File: config.mk
export PLATFORM = sky130hd
export DESIGN_NAME = pwr_clk_ctl
export DESIGN_NICKNAME = d
export VERILOG_FILES = /design/src/rtl/pcc_pkg.sv /design/src/rtl/pcc_regs.sv /design/src/rtl/pcc_pd_fsm.sv /design/src/rtl/pcc_sw_gate.sv /design/src/rtl/pwr_clk_ctl.sv
export SDC_FILE = /design/constraint.sdc
export NUM_CORES = 1
export LEC_CHECK = 0
export BUFFER_PORTS_ARGS = -buffer_cell sky130_fd_sc_hd__buf_2
export CAP_MARGIN = 20
export CORE_MARGIN = 1
export CORE_UTILIZATION = 33
export CTS_CLUSTER_DIAMETER = 120
export DETAILED_ROUTE_END_ITERATION = 8
export HOLD_SLACK_MARGIN = 0.05
export PLACE_DENSITY = 0.75
export SYNTH_ARGS = -nofsm -noshare
export SYNTH_HDL_FRONTEND = slang
export SYNTH_SLANG_ARGS = --single-unit
File: constraint.sdc
create_clock -name clk -period 1.8 [get_ports clk]
set_input_delay 0.36 -clock clk [delete_from_list [all_inputs] [get_ports clk]]
set_output_delay 0.36 -clock clk [all_outputs]
set_load 0.05 [all_outputs]
File: src/rtl/pcc_pkg.sv
package pcc_pkg;
   localparam int NSRC  = 4;
   localparam int SEL_W = 2;

   typedef enum logic [SEL_W-1:0] {
      SRC_XTAL = 2'd0,
      SRC_PLL  = 2'd1,
      SRC_FRC  = 2'd2,
      SRC_SLOW = 2'd3
   } src_e;

   typedef enum logic [1:0] {
      PD_RUN  = 2'd0,
      PD_DOWN = 2'd1,
      PD_WAKE = 2'd2
   } pd_state_e;

   typedef struct packed {
      logic xtal_on;
      logic frc_on;
      logic slow_on;
      logic pd_arm;
      logic pd_wait_cpu;
      logic pll_ref;
   } ctl_t;
endpackage

File: src/rtl/pcc_regs.sv
module pcc_regs
   import pcc_pkg::*;
#(
   parameter int DATA_W     = 32,
   parameter int ADDR_W     = 4,
   parameter int PWR_ADDR   = 0,
   parameter int PLL_ADDR   = 1,
   parameter int XTAL_BIT   = 0,
   parameter int FRC_BIT    = 2,
   parameter int SLOW_BIT   = 3,
   parameter int ARM_BIT    = 7,
   parameter int WAIT_BIT   = 8,
   parameter int PLLREF_BIT = 19
) (
   input  logic              clk,
   input  logic              rst_n,
   input  logic              wr_en,
   input  logic [ADDR_W-1:0] wr_addr,
   input  logic [DATA_W-1:0] wr_data,
   input  logic [ADDR_W-1:0] rd_addr,
   output logic [DATA_W-1:0] rd_data,
   output ctl_t              ctl
);
   localparam logic [ADDR_W-1:0] PWR_A = ADDR_W'(PWR_ADDR);
   localparam logic [ADDR_W-1:0] PLL_A = ADDR_W'(PLL_ADDR);

   ctl_t ctl_q;

   always_ff @(posedge clk or negedge rst_n) begin
      if (!rst_n) begin
         ctl_q.xtal_on     <= 1'b0;
         ctl_q.frc_on      <= 1'b1;
         ctl_q.slow_on     <= 1'b1;
         ctl_q.pd_arm      <= 1'b0;
         ctl_q.pd_wait_cpu <= 1'b0;
         ctl_q.pll_ref     <= 1'b0;
      end else if (wr_en) begin
         if (wr_addr == PWR_A) begin
            ctl_q.xtal_on     <= wr_data[XTAL_BIT];
            ctl_q.frc_on      <= wr_data[FRC_BIT];
            ctl_q.slow_on     <= wr_data[SLOW_BIT];
            ctl_q.pd_arm      <= wr_data[ARM_BIT];
            ctl_q.pd_wait_cpu <= wr_data[WAIT_BIT];
         end else if (wr_addr == PLL_A) begin
            ctl_q.pll_ref <= wr_data[PLLREF_BIT];
         end
      end
   end

   always_comb begin
      rd_data = '0;
      if (rd_addr == PWR_A) begin
         rd_data[XTAL_BIT] = ctl_q.xtal_on;
         rd_data[FRC_BIT]  = ctl_q.frc_on;
         rd_data[SLOW_BIT] = ctl_q.slow_on;
         rd_data[ARM_BIT]  = ctl_q.pd_arm;
         rd_data[WAIT_BIT] = ctl_q.pd_wait_cpu;
      end else if (rd_addr == PLL_A) begin
         rd_data[PLLREF_BIT] = ctl_q.pll_ref;
      end
   end

   assign ctl = ctl_q;
endmodule

File: src/rtl/pcc_pd_fsm.sv
module pcc_pd_fsm
   import pcc_pkg::*;
#(
   parameter int WAKE_SYNC = 2
) (
   input  logic clk,
   input  logic rst_n,
   input  logic wfi,
   input  logic wake,
   input  logic arm,
   input  logic wait_cpu,
   output logic pd_down,
   output logic pd_flag
);
   logic      wake_s;
   pd_state_e st_q, st_d;

   generate
      if (WAKE_SYNC == 0) begin : g_nosync
         assign wake_s = wake;
      end else begin : g_sync
         logic [WAKE_SYNC-1:0] sh_q;
         always_ff @(posedge clk or negedge rst_n) begin
            if (!rst_n) begin
               sh_q <= '0;
            end else begin
               sh_q[0] <= wake;
               for (int i = 1; i < WAKE_SYNC; i++) sh_q[i] <= sh_q[i-1];
            end
         end
         assign wake_s = sh_q[WAKE_SYNC-1];
      end
   endgenerate

   always_comb begin
      st_d = st_q;
      case (st_q)
         PD_RUN:  if (wfi && arm && wait_cpu) st_d = PD_DOWN;
         PD_DOWN: if (wake_s) st_d = PD_WAKE;
         PD_WAKE: st_d = PD_RUN;
         default: st_d = PD_RUN;
      endcase
   end

   always_ff @(posedge clk or negedge rst_n) begin
      if (!rst_n) st_q <= PD_RUN;
      else        st_q <= st_d;
   end

   assign pd_down = (st_q == PD_DOWN);
   assign pd_flag = (st_q != PD_RUN);
endmodule

File: src/rtl/pcc_sw_gate.sv
module pcc_sw_gate
   import pcc_pkg::*;
#(
   parameter int              N         = NSRC,
   parameter int              SW        = SEL_W,
   parameter logic [SW-1:0]   RESET_SEL = SW'(2),
   parameter bit              HOLD_REQ  = 1'b1
) (
   input  logic          clk,
   input  logic          rst_n,
   input  logic [N-1:0]  src_en,
   input  logic [N-1:0]  src_stable,
   input  logic          req,
   input  logic [SW-1:0] req_sel,
   output logic [SW-1:0] cur_sel,
   output logic [SW-1:0] tgt_sel,
   output logic          ok
);
   logic [SW-1:0] cur_q;
   logic          pend_q;
   logic [SW-1:0] pend_sel_q;
   logic [N-1:0]  ready;
   logic          any_req;

   assign ready   = src_en & src_stable;
   assign any_req = req | pend_q;
   assign tgt_sel = req ? req_sel : pend_sel_q;
   assign ok      = any_req && ready[cur_q] && ready[tgt_sel];

   always_ff @(posedge clk or negedge rst_n) begin
      if (!rst_n) cur_q <= RESET_SEL;
      else if (ok) cur_q <= tgt_sel;
   end

   generate
      if (HOLD_REQ) begin : g_hold
         always_ff @(posedge clk or negedge rst_n) begin
            if (!rst_n) begin
               pend_q     <= 1'b0;
               pend_sel_q <= '0;
            end else if (ok) begin
               pend_q <= 1'b0;
            end else if (req) begin
               pend_q     <= 1'b1;
               pend_sel_q <= req_sel;
            end
         end
      end else begin : g_drop
         assign pend_q     = 1'b0;
         assign pend_sel_q = '0;
      end
   endgenerate

   assign cur_sel = cur_q;
endmodule

File: src/rtl/pwr_clk_ctl.sv
module pwr_clk_ctl
   import pcc_pkg::*;
#(
   parameter int DATA_W     = 32,
   parameter int ADDR_W     = 4,
   parameter int PWR_ADDR   = 0,
   parameter int PLL_ADDR   = 1,
   parameter int XTAL_BIT   = 0,
   parameter int FRC_BIT    = 2,
   parameter int SLOW_BIT   = 3,
   parameter int ARM_BIT    = 7,
   parameter int WAIT_BIT   = 8,
   parameter int PLLREF_BIT = 19,
   parameter int WAKE_SYNC  = 2
) (
   input  logic              clk,
   input  logic              rst_n,
   input  logic              bus_wr,
   input  logic [ADDR_W-1:0] bus_addr,
   input  logic [DATA_W-1:0] bus_wdata,
   input  logic [ADDR_W-1:0] bus_raddr,
   output logic [DATA_W-1:0] bus_rdata,
   input  logic              wfi_pulse,
   input  logic              wake_req,
   input  logic [NSRC-1:0]   src_stable,
   input  logic              sw_req,
   input  logic [SEL_W-1:0]  sw_sel,
   output logic              xtal_en,
   output logic              frc_en,
   output logic              slow_en,
   output logic              pll_ref_sel,
   output logic              pd_active,
   output logic [SEL_W-1:0]  cur_sel,
   output logic              sw_ok
);
   localparam int MAX_BIT = PLLREF_BIT > WAIT_BIT ? PLLREF_BIT : WAIT_BIT;

   generate
      if (MAX_BIT >= DATA_W || ARM_BIT >= DATA_W) begin : g_bad_bit
         $error("register bit position outside DATA_W");
      end
      if (PWR_ADDR == PLL_ADDR || PWR_ADDR >= (1 << ADDR_W) || PLL_ADDR >= (1 << ADDR_W)) begin : g_bad_addr
         $error("register addresses must be distinct and fit ADDR_W");
      end
      if (WAKE_SYNC < 0 || WAKE_SYNC > 4) begin : g_bad_sync
         $error("WAKE_SYNC must be 0..4");
      end
   endgenerate

   ctl_t            ctl;
   logic            pd_down;
   logic [NSRC-1:0] src_on;
   logic [SEL_W-1:0] sw_tgt;
   logic            arm_q, wait_q, xtal_bit, frc_bit;

   pcc_regs #(
      .DATA_W(DATA_W), .ADDR_W(ADDR_W), .PWR_ADDR(PWR_ADDR), .PLL_ADDR(PLL_ADDR),
      .XTAL_BIT(XTAL_BIT), .FRC_BIT(FRC_BIT), .SLOW_BIT(SLOW_BIT),
      .ARM_BIT(ARM_BIT), .WAIT_BIT(WAIT_BIT), .PLLREF_BIT(PLLREF_BIT)
   ) u_regs (
      .clk(clk), .rst_n(rst_n), .wr_en(bus_wr), .wr_addr(bus_addr),
      .wr_data(bus_wdata), .rd_addr(bus_raddr), .rd_data(bus_rdata), .ctl(ctl)
   );

   assign arm_q    = ctl.pd_arm;
   assign wait_q   = ctl.pd_wait_cpu;
   assign xtal_bit = ctl.xtal_on;
   assign frc_bit  = ctl.frc_on;

   pcc_pd_fsm #(.WAKE_SYNC(WAKE_SYNC)) u_pd (
      .clk(clk), .rst_n(rst_n), .wfi(wfi_pulse), .wake(wake_req),
      .arm(arm_q), .wait_cpu(wait_q), .pd_down(pd_down), .pd_flag(pd_active)
   );

   assign xtal_en     = xtal_bit & ~pd_down;
   assign frc_en      = frc_bit & ~pd_down;
   assign slow_en     = ctl.slow_on;
   assign pll_ref_sel = ctl.pll_ref;

   always_comb begin
      src_on           = '0;
      src_on[SRC_XTAL] = xtal_en;
      src_on[SRC_PLL]  = pll_ref_sel ? frc_en : xtal_en;
      src_on[SRC_FRC]  = frc_en;
      src_on[SRC_SLOW] = slow_en;
   end

   pcc_sw_gate #(.N(NSRC), .SW(SEL_W), .RESET_SEL(SRC_FRC), .HOLD_REQ(1'b1)) u_sw (
      .clk(clk), .rst_n(rst_n), .src_en(src_on), .src_stable(src_stable),
      .req(sw_req), .req_sel(sw_sel), .cur_sel(cur_sel), .tgt_sel(sw_tgt), .ok(sw_ok)
   );
endmodule

==> Implementation_results.wiki, run 1 <==
{| class="wikitable"
! Metric !! Value
|-
| Number of standard-cell rows in the floorplan || 19
|-
| Warnings from Yosys || 0
|-
| Worst hold-check path type || input port to flop
|-
| Syn Inst Count || 99
|-
| Starting density of the core || 35.7%
|-
| Root Driver || sky130_fd_sc_hd__clkbuf_4
|-
| Worst-case clock buffer depth || 2
|-
| Placeable core area || 2850 µm²
|-
| Max cap viols || 0
|-
| Overflow left after global routing || 0
|-
| DP Worst Slack || -249 ps
|-
| Largest net degree at the start of global routing || 16
|-
| Crit start category || flop
|-
| Kind of end point of the critical path || output pin
|-
| Setup violations, final || 5
|-
| Synth top area share || 29.4%
|-
| Remaining routing DRC violations || 12
|-
| Power per standard cell area || 1290 nW/µm²
|-
| Worst hold slack || 176 ps
|-
| Avg Vias per Cell || 4.51
|-
| Setup clock skew after layout || 6.67 ps
|-
| Pins over their slew limit || 0
|-
| Worst setup path start || u_regs.ctl[4]
|-
| Post-layout min period || 2140 ps
|-
| Fraction of final layout cells sized beyond drive strength 1 || 54.5%
|-
| Proportion of synthesized area in mux cells || 15.7%
|-
| Layout-stage area growth over the synthesis result || 30.7%
|-
| Via count of the first global-routing pass || 795
|-
| Antenna diode instance count || 0
|-
| Reported leakage power || 0.702 nW
|-
| Total via count after detailed routing || 843
|-
| Origin of the critical flop-to-flop path || u_regs.ctl[4]
|-
| Antenna violations before repair || 0
|-
| First-pass GRT wire length || 3320 µm
|-
| Die Span Y || 57.6 µm
|-
| GR Util All Layers || 12.8%
|-
| Max Fanout on Critical Path || 4
|-
| Iteration-0 DRC Markers || 27
|-
| Number of CTS-inserted buffers || 3
|-
| First-pass iteration count of the detailed router || 8
|-
| Hold wc startpoint || wake_req
|-
| Result of the run || finished, violations left
|-
| Setup ws final || -337 ps
|-
| Arithmetic-cell share of the synthesized area counting full adders, half adders and majority gates || 0%
|-
| Class of the most critical setup path || flop to output pin
|-
| Routed wirelength normalized by instance count || 11.1 µm
|-
| Biggest area consumer among synthesized cells || sky130_fd_sc_hd__dfrtp_1
|-
| Clock insertion delay at the later pin of the skew report || 280 ps
|-
| Sequential-to-total area share from yosys stat || 37.2%
|-
| Post-route clock period utilization || 119%
|-
| Count of buffers from port buffering || 39
|-
| Placer congestion estimate || 0.899
|-
| Number of levels in the clock H-tree || 1
|-
| Unrepaired setup endpoints after global routing || yes
|-
| Final hold vios || 0
|-
| Achievable frequency || 468 MHz
|-
| Clock sink count || 15
|-
| Xor and xnor fraction of the mapped netlist area || 0%
|-
| Number of synthesized register bits || 15
|-
| Clock Pin Slew Worst Setup and Hold Paths || 100 ps
|-
| Post-synthesis instance area || 1020 µm²
|-
| Area fraction in and, or, nand and nor cells after synthesis || 18.4%
|-
| Failing checks || design-rule violations, negative setup slack
|-
| Cell types occupying the most area after synthesis || sky130_fd_sc_hd__dfrtp_1, sky130_fd_sc_hd__buf_4, sky130_fd_sc_hd__mux2_2
|-
| Compound-Gate Fraction of Synth Area || 6.87%
|-
| Net count of the finished layout || 209
|-
| Setup slack, reg-to-reg || -110 ps
|-
| Required time of the critical path || 1440 ps
|-
| Aggregate routed wire length || 2070 µm
|-
| Num ports || 92
|-
| Post-synthesis average cell area || 10.3 µm²
|-
| Combinational family with the most area after synthesis || buffers and inverters
|-
| Number of routed nets with antenna violations || 0
|-
| Die area || 3320 µm²
|-
| Chip width || 57.6 µm
|-
| Crit path DAT || 1780 ps
|-
| Number of unique standard cell types used by synthesis || 29
|-
| Peak supply drop || 0.00101 V
|-
| TritonCTS clock tree || yes
|}
critical path: stages (launching register included):
cell	delay [ps]
sky130_fd_sc_hd__dfstp_2	570
sky130_fd_sc_hd__nand2_2	60
sky130_fd_sc_hd__o311a_4	360
sky130_fd_sc_hd__nor4_4	300
sky130_fd_sc_hd__buf_6	200
worst paths after layout:
check	endpoint	cells after the start
max in group asynchronous	u_regs.ctl[4]	2
min in group asynchronous	u_sw.cur_sel[0]	2
min reg2reg	u_pd.g_sync.sh_q[1]	0
max reg2reg	u_sw.pend_sel_q[1]	5
max	sw_ok	4
min	u_pd.g_sync.sh_q[0]	1
registers in the layout (all words and copies together) (netlist names):
| register | cells |
|---|---|
| u_sw.pend_sel_q | 2 |
| u_pd.g_sync.sh_q | 2 |
| u_pd.st_q | 2 |
| u_sw.pend_q | 1 |
| u_sw.cur_sel | 2 |
| u_regs.ctl | 6 |
cell usage in the layout, fill, tap and decap left out, types with 3 or more instances in the layout:
cell type	n
sky130_fd_sc_hd__dfstp_2	3
sky130_fd_sc_hd__buf_4	17
sky130_fd_sc_hd__buf_2	36
sky130_fd_sc_hd__and2_1	6
sky130_fd_sc_hd__nand2_1	4
sky130_fd_sc_hd__clkbuf_4	4
sky130_fd_sc_hd__mux2_2	8
sky130_fd_sc_hd__mux2_4	5
sky130_fd_sc_hd__dfrtp_1	11
sky130_fd_sc_hd__nor2_1	6
sky130_fd_sc_hd__conb_1	26
cell type report:
type,instances,area [µm²]
Fill cell,285,1520
Multi-Input combinational cell,79,542
Sequential cell,15,380
Timing Repair Buffer,56,337
Tap cell,31,38.8
Clock buffer,3,22.5
Inverter,2,7.51
Clock inverter,1,5.00
cell families after synthesis:
family / after synthesis
simple gates: 31
buf+inv: 30
flops: 15
mux: 14
compound gates: 8
other cells: 1
synth_stat cells (all sizes together):
| library cell | number |
|---|---|
| nor3 | 1 |
| clkbuf | 1 |
| nor3b | 1 |
| nand2 | 5 |
| and2 | 6 |
| dfstp | 3 |
| o32ai | 1 |
| o311a | 1 |
| o21ai | 1 |
| nor2b | 3 |
| or4b | 1 |
| o32a | 1 |
| nand2b | 1 |
| mux2 | 13 |
| mux2i | 1 |
| nand3 | 2 |
| nor2 | 6 |
| a31oi | 1 |
| o31ai | 1 |
| conb | 1 |
| inv | 2 |
| buf | 27 |
| nor4 | 4 |
| a21oi | 2 |
| dfrtp | 12 |
| or2 | 1 |
routing by layer:
layer / global-route usage [%] / wire, µm / vias up
li1: - / - / 403
met1: 15.7 / 884 / 384
met2: 22.9 / 1020 / 56
met3: 2.04 / 173 / 0
met4: 3.83 / 0 / 0
met5: 0 / 0 / -
through the flow:
stage / std cells / utilization (%) / instance area [µm²] / TNS [ps] / power, W
2_1_floorplan: 124 / - / 1120 / -3210 / 0.00124
3_3_place_gp: 180 / 43.8 / 1250 / -961 / 0.00142
3_5_place_dp: 180 / 43.8 / 1250 / -1070 / 0.00145
4_1_cts: 186 / 46.3 / 1320 / -799 / 0.00171
5_1_grt: 187 / 46.7 / 1330 / -1300 / 0.00183
6_report: 187 / 46.7 / 1330 / -725 / 0.00173
what timing repair did:
action / in CTS / in global routing
gates resized for setup: 8 / 3
endpoints found under the hold margin: 12 / 0
hold buffers: 1 / 0
setup buffers: 1 / 1
setup endpoints to repair: 7 / 7
gates cloned: 0 / 0
pin swaps: 0 / 0
power breakdown:
part,leakage (nW),internal (W),switching (W)
Clock,0.0177,0.0000823,0.000111
Sequential,0.175,0.000449,0.0000894
Combinational,0.509,0.000395,0.000597
Total,0.702,0.000927,0.000798
Note: power is estimated with default switching activity, not from simulation.
==> inputs of run 2 (changes only) <==
--- a/config.mk
+++ b/config.mk
@@ -5,14 +5,15 @@
 export SDC_FILE = /design/constraint.sdc
 export NUM_CORES = 1
 export LEC_CHECK = 0
-export BUFFER_PORTS_ARGS = -buffer_cell sky130_fd_sc_hd__buf_2
 export CAP_MARGIN = 20
 export CORE_MARGIN = 1
-export CORE_UTILIZATION = 33
+export CORE_UTILIZATION = 55
 export CTS_CLUSTER_DIAMETER = 120
 export DETAILED_ROUTE_END_ITERATION = 8
+export DONT_BUFFER_PORTS = 1
 export HOLD_SLACK_MARGIN = 0.05
-export PLACE_DENSITY = 0.75
+export MAX_ROUTING_LAYER = met4
+export PLACE_DENSITY = 0.73
 export SYNTH_ARGS = -nofsm -noshare
 export SYNTH_HDL_FRONTEND = slang
 export SYNTH_SLANG_ARGS = --single-unit
==> run 2 against run 1 <==
Compared with the run above:
- the flow finishes with violations (negative setup slack)
- clock power decreased by 9%
- fmax down 1.7%
- non-clock buffer count fell by 30
- total power is 2.2% lower
- combinational power shrank 0.7%
- die area fell by 39%
- core utilization up 26 points
- highest routed layer is now met4
- global-route usage rose by 6.4 points
- sequential power decreased by 3%
- final cell count is 19% lower
==> Implementation_results.wiki, run 2 (synthesis results as in run 1) <==
{| class="wikitable"
! Metric !! Value
|-
| Result of the run || finished, violations left
|-
| Failing checks || negative setup slack
|-
| Overflow left after global routing || 0 (unchanged)
|-
| Fraction of final layout cells sized beyond drive strength 1 || 43.7% (-11 points)
|-
| Crit path DAT || 1810 ps (+30 ps)
|-
| Setup violations, final || 5 (unchanged)
|-
| Die Span Y || 45.1 µm (-22%)
|-
| Worst hold-check path type || input port to flop
|-
| Achievable frequency || 460 MHz (-1.7%)
|-
| Num ports || 92 (unchanged)
|-
| Cell area after layout || 1260 µm² (-5.4%)
|-
| Hold-critical path endpoint || u_pd.g_sync.sh_q[0]
|-
| Max-slew headroom || 56.9%
|-
| Class of the most critical setup path || flop to output pin
|-
| Number of placed cells counting well taps || 145 (-19%)
|-
| Util after Layout || 73.0% (+26 points)
|-
| Antenna violations before repair || 0 (unchanged)
|-
| Total via count after detailed routing || 702 (-17%)
|-
| Critical-path top delay cell || sky130_fd_sc_hd__dfstp_2
|-
| TritonCTS clock tree || yes
|-
| Placeable core area || 1730 µm² (-39%)
|-
| Clock sink count || 15 (unchanged)
|-
| Post-Place Cell Area || 1200 µm² (-4.2%)
|-
| Non-Filler Instances || 151 (-19%)
|-
| Number of standard-cell rows in the floorplan || 15 (-4)
|-
| Aggregate routed wire length || 1750 µm (-16%)
|-
| Post-layout min period || 2170 ps (+37.0 ps)
|-
| DP Worst Slack || -205 ps (+44.8 ps)
|-
| Multi-input gate area || 534 µm² (-1.4%)
|-
| Unrepaired setup endpoints after global routing || yes
|-
| Most frequent standard cell in the layout excluding fill and tap cells || sky130_fd_sc_hd__conb_1
|-
| Highest cell delay on the worst timing path || 550 ps (-20 ps)
|-
| Post-route clock period utilization || 121% (+2.1 points)
|-
| Starting density of the core || 59.1% (+23 points)
|-
| Final-layout fill cell count || 127 (-55%)
|-
| Worst-case clock buffer depth || 2 (unchanged)
|-
| Largest net degree at the start of global routing || 16 (unchanged)
|-
| Routed wirelength normalized by instance count || 11.6 µm (+4.2%)
|-
| Crit start category || flop
|-
| Transition time at the pin with the least slew margin || 644 ps
|-
| Total power draw || 0.00169 W (-2.2%)
|-
| Final hold vios || 0 (unchanged)
|-
| Power per standard cell area || 1340 nW/µm² (+3.4%)
|-
| Reported leakage power || 0.585 nW (-17%)
|-
| Hold Crit Depth || 0 (-1)
|-
| Clock insertion delay at the later pin of the skew report || 270 ps (about the same)
|-
| Endpoint of the worst-slack reg-to-reg timing path || u_sw.pend_sel_q[0]
|-
| Pins over their slew limit || 0 (unchanged)
|-
| Number of CTS-inserted buffers || 3 (unchanged)
|-
| Hold wc startpoint || wake_req
|-
| Required time of the critical path || 1440 ps (about the same)
|-
| CP top delay family || flip-flops
|-
| Avg Vias per Cell || 4.65 (+3.1%)
|-
| Most frequent cells in the layout || sky130_fd_sc_hd__conb_1, sky130_fd_sc_hd__buf_4, sky130_fd_sc_hd__mux2_2
|-
| First-pass GRT wire length || 2680 µm (-19%)
|-
| Antenna diode instance count || 0 (unchanged)
|-
| GR Util All Layers || 19.2% (+6.4 points)
|-
| Largest register FFs || 6 (unchanged)
|-
| Setup slack, reg-to-reg || -200 ps (-90 ps)
|-
| Iteration-0 DRC Markers || 6 (-78%)
|-
| Origin of the critical flop-to-flop path || u_regs.ctl[4]
|-
| Net count of the finished layout || 179 (-14%)
|-
| Max Fanout on Critical Path || 2 (-2)
|-
| Cell depth of the worst flop-to-flop path || 7 (+2)
|-
| Root Driver || sky130_fd_sc_hd__clkbuf_4
|-
| Max cap viols || 0 (unchanged)
|-
| Number of levels in the clock H-tree || 1 (unchanged)
|-
| Remaining routing DRC violations || 0 (-12)
|-
| Count of buffers from port buffering || 0 (-100%)
|-
| Layout-stage area growth over the synthesis result || 23.6%
|-
| Sequential Area || 380 µm² (unchanged)
|-
| Critical-path cell list || mux2i_1 -> nor3b_2 -> o32ai_2 -> nor4_4 -> buf_6 -> buf_12
|-
| Kind of end point of the critical path || output pin
|-
| Die area || 2030 µm² (-39%)
|-
| Number of buffers and inverters on the critical path || 2 (+1)
|-
| Placer congestion estimate || 0.748 (-17%)
|-
| Final HPWL DP || 1420 µm
|-
| Chip width || 45.1 µm (-22%)
|-
| Peak supply drop || 0.000925 V (-8.1%)
|-
| Setup clock skew after layout || 7.37 ps (+0.701 ps)
|-
| Clock Pin Slew Worst Setup and Hold Paths || 80 ps (-20 ps)
|-
| First-pass iteration count of the detailed router || 2 (-6)
|-
| Via count of the first global-routing pass || 648 (-18%)
|-
| Number of routed nets with antenna violations || 0 (unchanged)
|-
| Setup ws final || -374 ps (-37.0 ps)
|}
==> run 2: worst register-to-register path: cells and delay by family (launching register included) <==
| family | cells | cell delay, ps |
|---|---|---|
| mux | 2 | 420 |
| simple gates | 2 | 510 |
| flops | 1 | 550 |
| compound gates | 1 | 130 |
| buf+inv | 2 | 270 |
==> run 2: power breakdown <==
group / total, W / switching, W / internal [W]
combinational: 0.000986 / 0.000589 / 0.000397
clock: 0.000177 / 0.0000916 / 0.0000857
sequential: 0.000524 / 0.0000750 / 0.000449
total: 0.00169 / 0.000756 / 0.000931
==> run 2: worst max-delay path by stage <==
stage                     slack [ps]  depth (start not counted)     startpoint              end
after floorplan                 -610                          5         sw_req  u_sw.cur_sel[0]
after CTS                       -400                          6  u_regs.ctl[4]            sw_ok
after global routing            -470                          6  u_regs.ctl[4]            sw_ok
final                           -370                          6  u_regs.ctl[4]            sw_ok
after detailed placement        -200                          7   u_pd.st_q[1]            sw_ok
after global placement          -160                          7   u_pd.st_q[1]            sw_ok
==> run 2: per-layer routing <==
metal  part of all wire, %  global-route usage (%)
met5                     0                       -
met4                  0.74                    9.70
met3                   7.4                    2.40
met2                    53                    31.0
met1                    39                    23.5
==> run 2: layout make-up <==
class	count	area share, %
multi-input combinational	79	42.4
sequential	15	30.2
timing repair buffer	26	22.2
tap	25	2.48
clock buffer	4	2.09
inverter	2	0.596
==> run 2: what timing repair did <==
item,CTS,global route
resized for setup,5,1
endpoints found under the setup margin,7,9
pin swaps,3,3
setup buffers,3,1
endpoints found under the hold margin,15,0
hold buffers,1,0
==> run 2: stage by stage <==
stage | hold slack (ps) | setup TNS [ps]
floorplan | 64.4 | -3210
global placement | 64.7 | -433
detailed placement | 64.7 | -675
CTS | 105 | -1470
global route | 95.0 | -1690
finish | 118 | -1110
